`src/rtl/tuner_regbank_pkg.sv`:
```
package tuner_regbank_pkg;

    localparam int BYTE_W  = 8;
    localparam int NUM_CFG = 12;
    localparam int NUM_REG = 14;
    localparam int PTR_W   = $clog2(NUM_REG);
    localparam int CNT_W   = $clog2(BYTE_W);

    localparam logic [PTR_W-1:0] ADR_TRIG  = PTR_W'(2);
    localparam logic [PTR_W-1:0] ADR_STAT0 = PTR_W'(NUM_CFG);
    localparam logic [PTR_W-1:0] ADR_LAST  = PTR_W'(NUM_REG - 1);
    localparam logic [5:0]       DEV_ID_HI = 6'b110000;

    typedef enum logic [3:0] {
        ST_IDLE,
        ST_ADDR,
        ST_PTR,
        ST_WDATA,
        ST_ACK_SET,
        ST_ACK_HOLD,
        ST_TX,
        ST_TX_ACK,
        ST_TX_NEXT
    } bus_state_e;

    typedef logic [NUM_CFG-1:0][BYTE_W-1:0] cfg_img_t;

    function automatic logic [BYTE_W-1:0] cfg_default(input int idx);
        case (idx)
            0:       return 8'h03;
            1:       return 8'hB6;
            5:       return 8'h04;
            6:       return 8'hC0;
            7:       return 8'hC8;
            8:       return 8'h4B;
            default: return 8'h00;
        endcase
    endfunction

    function automatic cfg_img_t cfg_reset_image();
        cfg_img_t img;
        for (int i = 0; i < NUM_CFG; i++) begin
            img[i] = cfg_default(i);
        end
        return img;
    endfunction

    function automatic logic [PTR_W-1:0] ptr_advance(input logic [PTR_W-1:0] p);
        return (p == ADR_LAST) ? '0 : p + PTR_W'(1);
    endfunction

endpackage

```
`src/rtl/tr_line_sync.sv`:
```
module tr_line_sync #(
    parameter int LINES  = 2,
    parameter int STAGES = 2
) (
    input  logic             clk,
    input  logic             rst_n,
    input  logic [LINES-1:0] raw,
    output logic [LINES-1:0] lvl,
    output logic [LINES-1:0] lvl_prev
);

    for (genvar g = 0; g < LINES; g++) begin : g_line
        logic [STAGES:0] chain_d, chain_q;

        always_comb begin
            chain_d = {chain_q[STAGES-1:0], raw[g]};
        end

        always_ff @(posedge clk or negedge rst_n) begin
            if (!rst_n) chain_q <= '1;
            else        chain_q <= chain_d;
        end

        assign lvl[g]      = chain_q[STAGES-1];
        assign lvl_prev[g] = chain_q[STAGES];
    end

endmodule

```
`src/rtl/tr_bus_engine.sv`:
```
module tr_bus_engine
    import tuner_regbank_pkg::*;
(
    input  logic              clk,
    input  logic              rst_n,
    input  logic              scl_s,
    input  logic              scl_p,
    input  logic              sda_s,
    input  logic              sda_p,
    input  logic              addr_sel,
    input  logic [BYTE_W-1:0] rd_data,
    output logic              sda_oe,
    output logic              wr_en,
    output logic [PTR_W-1:0]  wr_addr,
    output logic [BYTE_W-1:0] wr_data,
    output logic [PTR_W-1:0]  rd_ptr,
    output logic              rd_mark,
    output logic              stop_evt
);

    typedef struct packed {
        bus_state_e        st;
        bus_state_e        after;
        logic [CNT_W-1:0]  bitcnt;
        logic [BYTE_W-1:0] shreg;
        logic [PTR_W-1:0]  ptr;
        logic              sda_oe;
    } eng_t;

    eng_t s_d, s_q;

    logic scl_rise, scl_fall, start_evt;
    logic [BYTE_W-1:0] byte_in;
    logic byte_done;

    assign scl_rise  = scl_s & ~scl_p;
    assign scl_fall  = ~scl_s & scl_p;
    assign start_evt = scl_s & scl_p & sda_p & ~sda_s;
    assign stop_evt  = scl_s & scl_p & ~sda_p & sda_s;
    assign byte_in   = {s_q.shreg[BYTE_W-2:0], sda_s};
    assign byte_done = (s_q.bitcnt == CNT_W'(BYTE_W - 1));

    always_comb begin
        s_d     = s_q;
        wr_en   = 1'b0;
        wr_data = byte_in;
        rd_mark = 1'b0;
        if (start_evt) begin
            s_d.st     = ST_ADDR;
            s_d.bitcnt = '0;
            s_d.sda_oe = 1'b0;
        end else if (stop_evt) begin
            s_d.st     = ST_IDLE;
            s_d.sda_oe = 1'b0;
        end else begin
            unique case (s_q.st)
                ST_ADDR, ST_PTR, ST_WDATA: begin
                    if (scl_rise) begin
                        s_d.shreg  = byte_in;
                        s_d.bitcnt = s_q.bitcnt + CNT_W'(1);
                        if (byte_done) begin
                            s_d.bitcnt = '0;
                            s_d.st     = ST_ACK_SET;
                            if (s_q.st == ST_ADDR) begin
                                if (byte_in[BYTE_W-1:1] == {DEV_ID_HI, addr_sel}) begin
                                    s_d.after = byte_in[0] ? ST_TX : ST_PTR;
                                end else begin
                                    s_d.st = ST_IDLE;
                                end
                            end else if (s_q.st == ST_PTR) begin
                                s_d.after = ST_WDATA;
                                s_d.ptr   = (byte_in <= BYTE_W'(NUM_REG - 1))
                                            ? byte_in[PTR_W-1:0] : '0;
                            end else begin
                                s_d.after = ST_WDATA;
                                wr_en     = 1'b1;
                                s_d.ptr   = ptr_advance(s_q.ptr);
                            end
                        end
                    end
                end
                ST_ACK_SET: begin
                    if (scl_fall) begin
                        s_d.sda_oe = 1'b1;
                        s_d.st     = ST_ACK_HOLD;
                    end
                end
                ST_ACK_HOLD, ST_TX_NEXT: begin
                    if (scl_fall) begin
                        s_d.sda_oe = 1'b0;
                        s_d.bitcnt = '0;
                        if (s_q.st == ST_TX_NEXT || s_q.after == ST_TX) begin
                            s_d.shreg  = rd_data;
                            s_d.sda_oe = ~rd_data[BYTE_W-1];
                            s_d.st     = ST_TX;
                            rd_mark    = (s_q.ptr == ADR_STAT0);
                        end else begin
                            s_d.st = s_q.after;
                        end
                    end
                end
                ST_TX: begin
                    if (scl_fall) begin
                        if (byte_done) begin
                            s_d.sda_oe = 1'b0;
                            s_d.bitcnt = '0;
                            s_d.st     = ST_TX_ACK;
                            s_d.ptr    = ptr_advance(s_q.ptr);
                        end else begin
                            s_d.shreg  = {s_q.shreg[BYTE_W-2:0], 1'b0};
                            s_d.sda_oe = ~s_q.shreg[BYTE_W-2];
                            s_d.bitcnt = s_q.bitcnt + CNT_W'(1);
                        end
                    end
                end
                ST_TX_ACK: begin
                    if (scl_rise) begin
                        s_d.st = sda_s ? ST_IDLE : ST_TX_NEXT;
                    end
                end
                default: begin
                    s_d.st     = ST_IDLE;
                    s_d.sda_oe = 1'b0;
                end
            endcase
        end
    end

    always_ff @(posedge clk or negedge rst_n) begin
        if (!rst_n) begin
            s_q <= '{st: ST_IDLE, after: ST_IDLE, bitcnt: '0,
                     shreg: '0, ptr: '0, sda_oe: 1'b0};
        end else begin
            s_q <= s_d;
        end
    end

    assign sda_oe  = s_q.sda_oe;
    assign wr_addr = s_q.ptr;
    assign rd_ptr  = s_q.ptr;

    // a new pull on SDA starts only in a cycle that follows a low SCL sample
    assert_drive_on_low_scl_R11: assert property (@(posedge clk) disable iff (!rst_n)
        $rose(s_q.sda_oe) |-> !$past(scl_s));

    // the pointer never leaves the implemented range
    assert_ptr_in_range_R4: assert property (@(posedge clk) disable iff (!rst_n)
        s_q.ptr <= ADR_LAST);

    // an unaddressed slave never holds the data line
    assert_idle_released_R2: assert property (@(posedge clk) disable iff (!rst_n)
        (s_q.st == ST_IDLE && !$past(start_evt)) |-> !s_q.sda_oe);

endmodule

```
`src/rtl/tr_regfile.sv`:
```
module tr_regfile
    import tuner_regbank_pkg::*;
(
    input  logic                      clk,
    input  logic                      rst_n,
    input  logic                      wr_en,
    input  logic [PTR_W-1:0]          wr_addr,
    input  logic [BYTE_W-1:0]         wr_data,
    input  logic [PTR_W-1:0]          rd_ptr,
    input  logic                      rd_mark,
    input  logic                      stop_evt,
    input  logic                      st_vco_ok,
    input  logic                      st_vco_idle,
    input  logic                      st_pll_lock,
    input  logic [4:0]                st_band,
    input  logic [2:0]                st_adc,
    output logic [BYTE_W-1:0]         rd_data,
    output logic [NUM_CFG*BYTE_W-1:0] cfg_flat,
    output logic                      autosel_start
);

    typedef struct packed {
        cfg_img_t cfg;
        logic     por;
        logic     seen;
        logic     pulse;
    } rf_t;

    rf_t r_d, r_q;

    always_comb begin
        r_d       = r_q;
        r_d.pulse = 1'b0;
        if (wr_en) begin
            for (int i = 0; i < NUM_CFG; i++) begin
                if (wr_addr == PTR_W'(i)) r_d.cfg[i] = wr_data;
            end
            r_d.pulse = (wr_addr == ADR_TRIG);
        end
        if (rd_mark) r_d.seen = 1'b1;
        if (stop_evt) begin
            if (r_q.seen || rd_mark) r_d.por = 1'b0;
            r_d.seen = 1'b0;
        end
    end

    always_ff @(posedge clk or negedge rst_n) begin
        if (!rst_n) begin
            r_q <= '{cfg: cfg_reset_image(), por: 1'b1, seen: 1'b0, pulse: 1'b0};
        end else begin
            r_q <= r_d;
        end
    end

    always_comb begin
        if (rd_ptr == ADR_STAT0) begin
            rd_data = {r_q.por, st_vco_ok, st_vco_idle, st_pll_lock, 4'b0000};
        end else begin
            rd_data = {st_band, st_adc};
        end
        for (int i = 0; i < NUM_CFG; i++) begin
            if (rd_ptr == PTR_W'(i)) rd_data = r_q.cfg[i];
        end
    end

    for (genvar g = 0; g < NUM_CFG; g++) begin : g_out
        assign cfg_flat[g*BYTE_W +: BYTE_W] = r_q.cfg[g];
    end

    assign autosel_start = r_q.pulse;

    // the start pulse only follows a write aimed at the trigger byte
    assert_trig_after_write_R9: assert property (@(posedge clk) disable iff (!rst_n)
        r_q.pulse |-> ($past(wr_en) && $past(wr_addr) == ADR_TRIG));

    // once cleared, the power-on flag never comes back
    assert_por_sticky_R8: assert property (@(posedge clk) disable iff (!rst_n)
        !r_q.por |=> !r_q.por);

    // writes aimed at the status bytes leave every stored byte alone
    assert_ro_ignored_R5: assert property (@(posedge clk) disable iff (!rst_n)
        (wr_en && wr_addr >= ADR_STAT0) |=> $stable(r_q.cfg));

endmodule

```
`src/rtl/tuner_regbank.sv`:
```
module tuner_regbank
    import tuner_regbank_pkg::*;
(
    input  logic                      clk,
    input  logic                      rst_n,
    input  logic                      scl_i,
    input  logic                      sda_i,
    output logic                      sda_oe,
    input  logic                      addr_sel,
    input  logic                      st_vco_ok,
    input  logic                      st_vco_idle,
    input  logic                      st_pll_lock,
    input  logic [4:0]                st_band,
    input  logic [2:0]                st_adc,
    output logic [NUM_CFG*BYTE_W-1:0] cfg_flat,
    output logic                      autosel_start
);

    logic [1:0]        lvl, lvl_prev;
    logic              wr_en, rd_mark, stop_evt;
    logic [PTR_W-1:0]  wr_addr, rd_ptr;
    logic [BYTE_W-1:0] wr_data, rd_data;

    tr_line_sync #(.LINES(2), .STAGES(2)) u_sync (
        .clk      (clk),
        .rst_n    (rst_n),
        .raw      ({scl_i, sda_i}),
        .lvl      (lvl),
        .lvl_prev (lvl_prev)
    );

    tr_bus_engine u_eng (
        .clk      (clk),
        .rst_n    (rst_n),
        .scl_s    (lvl[1]),
        .scl_p    (lvl_prev[1]),
        .sda_s    (lvl[0]),
        .sda_p    (lvl_prev[0]),
        .addr_sel (addr_sel),
        .rd_data  (rd_data),
        .sda_oe   (sda_oe),
        .wr_en    (wr_en),
        .wr_addr  (wr_addr),
        .wr_data  (wr_data),
        .rd_ptr   (rd_ptr),
        .rd_mark  (rd_mark),
        .stop_evt (stop_evt)
    );

    tr_regfile u_rf (
        .clk           (clk),
        .rst_n         (rst_n),
        .wr_en         (wr_en),
        .wr_addr       (wr_addr),
        .wr_data       (wr_data),
        .rd_ptr        (rd_ptr),
        .rd_mark       (rd_mark),
        .stop_evt      (stop_evt),
        .st_vco_ok     (st_vco_ok),
        .st_vco_idle   (st_vco_idle),
        .st_pll_lock   (st_pll_lock),
        .st_band       (st_band),
        .st_adc        (st_adc),
        .rd_data       (rd_data),
        .cfg_flat      (cfg_flat),
        .autosel_start (autosel_start)
    );

endmodule

```
`config.mk`:
```
export PLATFORM = sky130hd
export DESIGN_NAME = tuner_regbank
export DESIGN_NICKNAME = d
export VERILOG_FILES = /design/src/rtl/tuner_regbank_pkg.sv /design/src/rtl/tr_line_sync.sv /design/src/rtl/tr_bus_engine.sv /design/src/rtl/tr_regfile.sv /design/src/rtl/tuner_regbank.sv
export SDC_FILE = /design/constraint.sdc
export NUM_CORES = 1
export LEC_CHECK = 0
export ABC_AREA = 1
export BUFFER_PORTS_ARGS = -buffer_cell sky130_fd_sc_hd__buf_2
export CAP_MARGIN = 15
export CORE_UTILIZATION = 45
export CTS_CLUSTER_SIZE = 30
export DETAILED_ROUTE_END_ITERATION = 8
export PLACE_DENSITY = 0.68
export SLEW_MARGIN = 20
export SYNTH_ARGS = -nofsm -noshare
export SYNTH_HDL_FRONTEND = slang
export SYNTH_SLANG_ARGS = --single-unit
```
`constraint.sdc`:
```
create_clock -name clk -period 2 [get_ports clk]
set_input_delay 0.4 -clock clk [delete_from_list [all_inputs] [get_ports clk]]
set_output_delay 0.4 -clock clk [all_outputs]
set_load 0.03 [all_outputs]
```
==> results of run 1 <==
per-layer routing:
| metal | up-vias | GRT usage, % |
|---|---|---|
| li1 | 3206 | - |
| met1 | 3107 | 36.1 |
| met2 | 238 | 40.9 |
| met3 | 37 | 5.70 |
| met4 | 0 | 10.9 |
| met5 | - | 0 |
kinds of logic (layout without fill, tap and decap cells):
| kind of cell | after synthesis | after routing |
|---|---|---|
| flops | 127 | 127 |
| simple gates | 407 | 408 |
| buf+inv | 230 | 352 |
| compound gates | 193 | 193 |
| fa+ha+maj | 2 | 2 |
Yosys cell counts, drive strengths merged, types with 9 or more instances:
| cell | n | area [um2] |
|---|---|---|
| a21oi | 41 | 205 |
| nor3 | 9 | 45.0 |
| dfrtp | 103 | 2580 |
| inv | 101 | 379 |
| or2 | 12 | 75.1 |
| nor2 | 72 | 308 |
| o21ai | 131 | 659 |
| dfstp | 24 | 631 |
| nand2 | 276 | 1040 |
| clkbuf | 12 | 45.0 |
| nand3 | 32 | 160 |
| buf | 115 | 827 |
repair_timing:
action | CTS | global route
gates cloned | 3 | 3
gates resized for setup | 53 | 56
buffers inserted | 10 | 2
setup endpoints to repair | 62 | 110
hold buffers | 1 | 0
hold endpoints to repair | 16 | 0
pin swaps | 14 | 20
sequential cells by signal, summed over array words and instances (netlist names):
signal	count
u_eng.sda_oe	1
u_eng.rd_ptr	4
u_rf.r_q	2
u_sync.g_line.chain_q	6
u_eng.s_q	10
u_eng.wr_data	7
u_rf.autosel_start	1
u_rf.cfg_flat	96
cells in the final DEF, fill, tap and decap left out, drive strengths merged:
cell	netlist	routed
a32oi	1	1
nor2	72	72
bufinv	0	6
buf	115	215
o211ai	4	4
a31oi	2	2
or2	12	12
o31ai	3	3
clkinv	2	5
inv	101	104
a21oi	41	41
a22oi	1	1
clkbuf	12	21
nand2	276	277
dlygate4sd3	0	1
o21ai	131	131
nor3	9	9
nor4	2	2
dfrtp	103	103
a211oi	2	2
a2111oi	1	1
nand3	32	32
o22ai	6	6
ha	2	2
nand4	4	4
o221ai	1	1
dfstp	24	24
critical path: cells and delay by family (launching register included):
family,cells,cell delay [ps]
and+or+nand+nor,14,1010
AOI/OAI and AO/OA,1,40
buffers and inverters,4,460
DFF,1,420
final cells by class:
cell class,count,area share (%)
Sequential cell,127,35.4
Multi-Input combinational cell,603,32.9
Timing Repair Buffer,217,16.8
Clock buffer,20,5.14
Inverter,103,4.37
Tap cell,211,2.91
Clock inverter,12,2.52
metrics by stage:
step	hold WS [ps]	utilization [%]	power, uW	setup WS (ps)
6_report	73.9	58.8	7320	-64.2
5_1_grt	54.4	58.8	7540	-240
4_1_cts	57.8	57.5	7310	-28.0
3_5_place_dp	322	51.1	3660	-144
3_3_place_gp	320	51.1	3660	-108
2_1_floorplan	104	-	3120	19.2
power groups by stage:
stage	combinational, uW	clock [uW]	sequential, uW
after floorplan	333	0	2790
after global placement	832	0	2830
after detailed placement	836	0	2830
after CTS	846	3680	2790
after global routing	938	3800	2800
final	886	3650	2790
path summary, 6_finish.rpt:
check / end / slack, ps / cells after the start
hold reg to reg: u_sync.g_line[0].chain_q[1] / 350 / 0
min in group asynchronous: u_rf.cfg_flat[75] / 420 / 2
setup / recovery: u_eng.sda_oe / -60 / 19
setup reg to reg: u_eng.sda_oe / -60 / 19
max in group asynchronous: u_rf.cfg_flat[62] / 940 / 3
hold / removal: u_sync.g_line[0].chain_q[0] / 70 / 1
==> impl_metrics.ini, run 1 <==
[yosys]
synth.yosys.seq_area_share_pct = 44.6
synth_fa_ha_area_share_pct = 0.348
synth_area_mm2 = 0.00720
synth-xor-area-share_pct = 0
syn_nets = 977
yosys.area_share.simple_pct = 23.4
netlist_instances = 959
synthMuxAreaShare_pct = 0
synth_top_flop_cell = dfrtp_1
synth_enable_flop_cells = 0
synth_compound_area_share_pct = 14.2
yosysWarnings = 0
synth_cell_type_count = 37
synth_top_family_by_area = simple AND/OR/NAND/NOR gates
synth_seq_cells = 127
avgSynthCellArea_um2 = 7.50
synthArstFlopShare_pct = 100

[route]
route.vias.total = 6588
drtPass1Iterations = 6
drtIter0Drc = 559
via_per_inst = 5.10
ant_nets = 0
wl_mm = 20.9
dr_wl_met2_mm = 9.53
wl_met1_mm = 9.68
route.detailed.drc = 0
met3_length_mm = 1.24
highest-signal-layer = met4
avgRoutedWirePerCell_um = 16.2

[layout]
diodes = 0
finalNonFillerCells = 1293
area_growth_pct = 26.0
ff_latch_area_mm2 = 0.00321
nNetsFinal = 1087
multi_input_area_mm2 = 0.00298
layout-drive-gt1-share_pct = 33.6
nFillCells = 1437
final_area_mm2 = 0.00907

[worst_setup_path]
crit_type = flop to flop
cp.required_ps = 2310
worstSetupStartpointType = flop
rr_startpoint = u_eng.rd_ptr[1]
path_common_cell = nand2_1
cp_slowest_stage_delay_ps = 420
cp-end-kind = flop
worstSetupStartpoint = u_eng.rd_ptr[1]
worst-path-max-fanout = 6
worst_path_max_delay_cell = dfrtp_1
crit_path_cell_trace = buf_6 -> nor2_4 -> buf_6 -> inv_2 -> nor2_4 -> buf_6 -> a21oi_1 -> nand2_1 -> nand2_1 -> nand2_1 -> nand2_1 -> nand2_1 -> nand2_1 -> nand2_1 -> nand2_2 -> nand2_1 -> nand2_1 -> nand2_1 -> nand2_1
worst_ep_arrival_time_ps = 2380

[power_and_ir_drop]
pwr-share-clk_pct = 49.8
swShare_pct = 27.2
ir_drop_mv = 0.599
p_comb_share_pct = 12.1
p_leak_uw = 0.00475
power_frac_seq_pct = 38.1
p_switching_uw = 1990
intPower_uw = 5340
pwr_density_cell_mw_per_mm2 = 807

[placement]
port_buffers = 113
placed_area_mm2 = 0.00789
dp.cells = 1242
hpwl_mm = 14.6
place.gp.congestion = 0.915

[global_routing]
grt_pass1_wl_mm = 32.7
track_usage_pct = 26.4
grt_remaining_overflow = 0
antenna_found_initial = 1
grt_pass1_vias = 6172
grt_max_degree = 44

[clocking]
clockBufferDepth = 2
root_buffer = clkbuf_16
cts.sinks = 127
clkTransAtPathRegs_ps = 60
h-tree-depth = 4
cts_tree = built
cts-buffers-inserted = 17
clkLatencyLatePin_ps = 430

[status]
status = complete, but fails checks
violations = negative setup slack

[timing]
setup_tns_ps = -247
layout_worst_path_cycle_share_pct = 103
min_period_ps = 2060
fmax_mhz = 484
fin_ws_ps = -64.2
rsz0062_at_grt = true
worst_slew_pin_slew_ps = 644
drv_slew = 0
slew_headroom_pct = 57.0
hold_violations = 0
clock_skew_ps = 9.40
setup_viol = 6

[worst_hold_path]
hp-start = sda_i
min_path_type = primary input to flop

[floorplan]
die_y_um = 128
core_area_mm2 = 0.0154
ios = 114
rows = 45
die_area_mm2 = 0.0165
start_util_pct = 46.7
die_x_um = 128

[run]
maxCapViolCount = 0
No activity file was read; power rests on OpenSTA's default activity.
==> run 2: changes to the inputs <==
TNS_END_PERCENT = 1   (was default)
==> impl_metrics.ini, run 2 (synthesis results as in run 1) <==
[status]
status = complete, but fails checks
violations = negative setup slack

[power_and_ir_drop]
pwr_density_cell_mw_per_mm2 = 822
p_leak_uw = 0.00467
ir_drop_mv = 0.594
total_power_uw = 7290

[route]
route.detailed.drc = 0
route.vias.total = 6524
ant_nets = 0
highest-signal-layer = met4
drtIter0Drc = 614
via_per_inst = 5.08
met3_length_mm = 1.38
wl_mm = 20.5
drtPass1Iterations = 6
avgRoutedWirePerCell_um = 16.0
wl_met1_mm = 9.38
dr_wl_met2_mm = 9.20

[clocking]
cts.sinks = 127
clkTransAtPathRegs_ps = 60
cts-buffers-inserted = 17
clkLatencyLatePin_ps = 420
cts_tree = built
h-tree-depth = 4
root_buffer = clkbuf_16
clockBufferDepth = 2

[layout]
diodes = 0
layout_commonest_cell = nand2_1
finalNonFillerCells = 1285
area_growth_pct = 23.3
layout_common_cells = nand2_1 (264), o21ai_0 (118), buf_2 (114), dfrtp_1 (100), inv_1 (82)
layout-drive-gt1-share_pct = 31.1
nNetsFinal = 1079
largest_reg_flops = 96
nFillCells = 1462

[worst_setup_path]
cp_slowest_stage_delay_ps = 440
crit_path_cell_trace = nor2_4 -> buf_6 -> nand2_8 -> or2_4 -> nand3_2 -> nand2_2 -> nand2_1 -> nand2_1 -> nand2_1 -> nand2_1 -> nand2_1 -> nand2_2 -> nand2_1 -> nand2_1 -> nand2_1 -> nand2_1 -> nand2_1 -> a21oi_2
path_buf_inv = 1
worst_path_max_delay_cell = dfrtp_2
worst-path-max-fanout = 9
path_common_cell = nand2_1
worst_ep_arrival_time_ps = 2360
crit_type = flop to flop
critPathTopFamily = simple AND/OR/NAND/NOR gates
worstSetupStartpointType = flop
cp-end-kind = flop
rr_startpoint = u_eng.rd_ptr[2]
worstSetupStartpoint = u_eng.rd_ptr[2]
cp.required_ps = 2310

[global_routing]
track_usage_pct = 26.4
grt_pass1_wl_mm = 32.6
grt_remaining_overflow = 0
grt_max_degree = 44
grt_pass1_vias = 6136
antenna_found_initial = 1

[floorplan]
die_y_um = 128
rows = 45
die_x_um = 128
start_util_pct = 46.7
ios = 114
core_area_mm2 = 0.0154
die_area_mm2 = 0.0165

[timing]
worst_slew_pin_slew_ps = 632
rsz0062_at_grt = true
fin_ws_ps = -53.0
hold_violations = 0
setup_viol = 8
drv_slew = 0
slew_headroom_pct = 57.9
layout_worst_path_cycle_share_pct = 103
clock_skew_ps = 7.52
fmax_mhz = 487
min_period_ps = 2050

[worst_hold_path]
min_path_type = primary input to flop
hp-start = sda_i

[placement]
port_buffers = 113
dp.cells = 1242
hpwl_mm = 14.6
place.gp.congestion = 0.915

[run]
maxCapViolCount = 0
-- run 2: power breakdown --
part,internal (uW),switching [uW]
Sequential,2670,120
Combinational,205,658
Clock,2450,1190
Total,5320,1970
-- run 2: worst reg2reg max path, stage by stage (launching register included) --
cell,delay [ps]
dfrtp_2,440
nor2_4,170
buf_6,150
nand2_8,80
or2_4,240
nand3_2,80
nand2_2,40
nand2_1,50
nand2_1,60
nand2_1,90
nand2_1,60
nand2_1,70
nand2_2,60
nand2_1,60
nand2_1,50
nand2_1,60
nand2_1,60
nand2_1,70
a21oi_2,50
-- run 2: metal layers --
metal	track usage, %	up-vias
met2	40.6	232
met1	36.1	3078
met5	0	-
met4	11.1	0
li1	-	3177
met3	5.86	37
-- run 2: cell type report --
type	instances	area (um2)	area share [%]
Clock buffer	20	467	5.26
Timing Repair Buffer	210	1430	16.1
Clock inverter	12	229	2.58
Tap cell	211	264	2.97
Inverter	103	392	4.41
Multi-Input combinational cell	602	2880	32.5
Sequential cell	127	3210	36.2
-- run 2: worst paths after layout --
check / slack, ps / depth (start not counted) / endpoint
worst min-delay path: 80 / 1 / u_sync.g_line[0].chain_q[0]
min in group asynchronous: 420 / 2 / u_rf.cfg_flat[86]
worst max-delay path: -50 / 18 / u_eng.wr_data[3]
max in group asynchronous: 940 / 3 / u_rf.cfg_flat[62]
worst min register to register: 350 / 0 / u_sync.g_line[0].chain_q[1]
worst max register to register: -50 / 18 / u_eng.wr_data[3]
-- run 2: timing repair --
item | CTS | global route
gates resized for setup | 31 | 41
cloned | 2 | 0
hold buffers | 1 | 0
pin swaps | 7 | 5
buffers inserted | 7 | 1
setup endpoints to repair | 62 | 110
endpoints found under the hold margin | 16 | 0
-- run 2: per-stage QoR --
stage | util [%] | hold WS [ps] | area [um2] | TNS [ps] | setup slack [ps]
final | 57.5 | 77.1 | 8870 | -276 | -53.0
after global routing | 57.5 | 54.4 | 8870 | -2310 | -226
after CTS | 56.8 | 57.8 | 8760 | -159 | -44.1
after detailed placement | 51.1 | 322 | 7890 | -857 | -144
after global placement | 51.1 | 320 | 7890 | -459 | -108
after floorplan | - | 104 | 7200 | 0 | 19.2
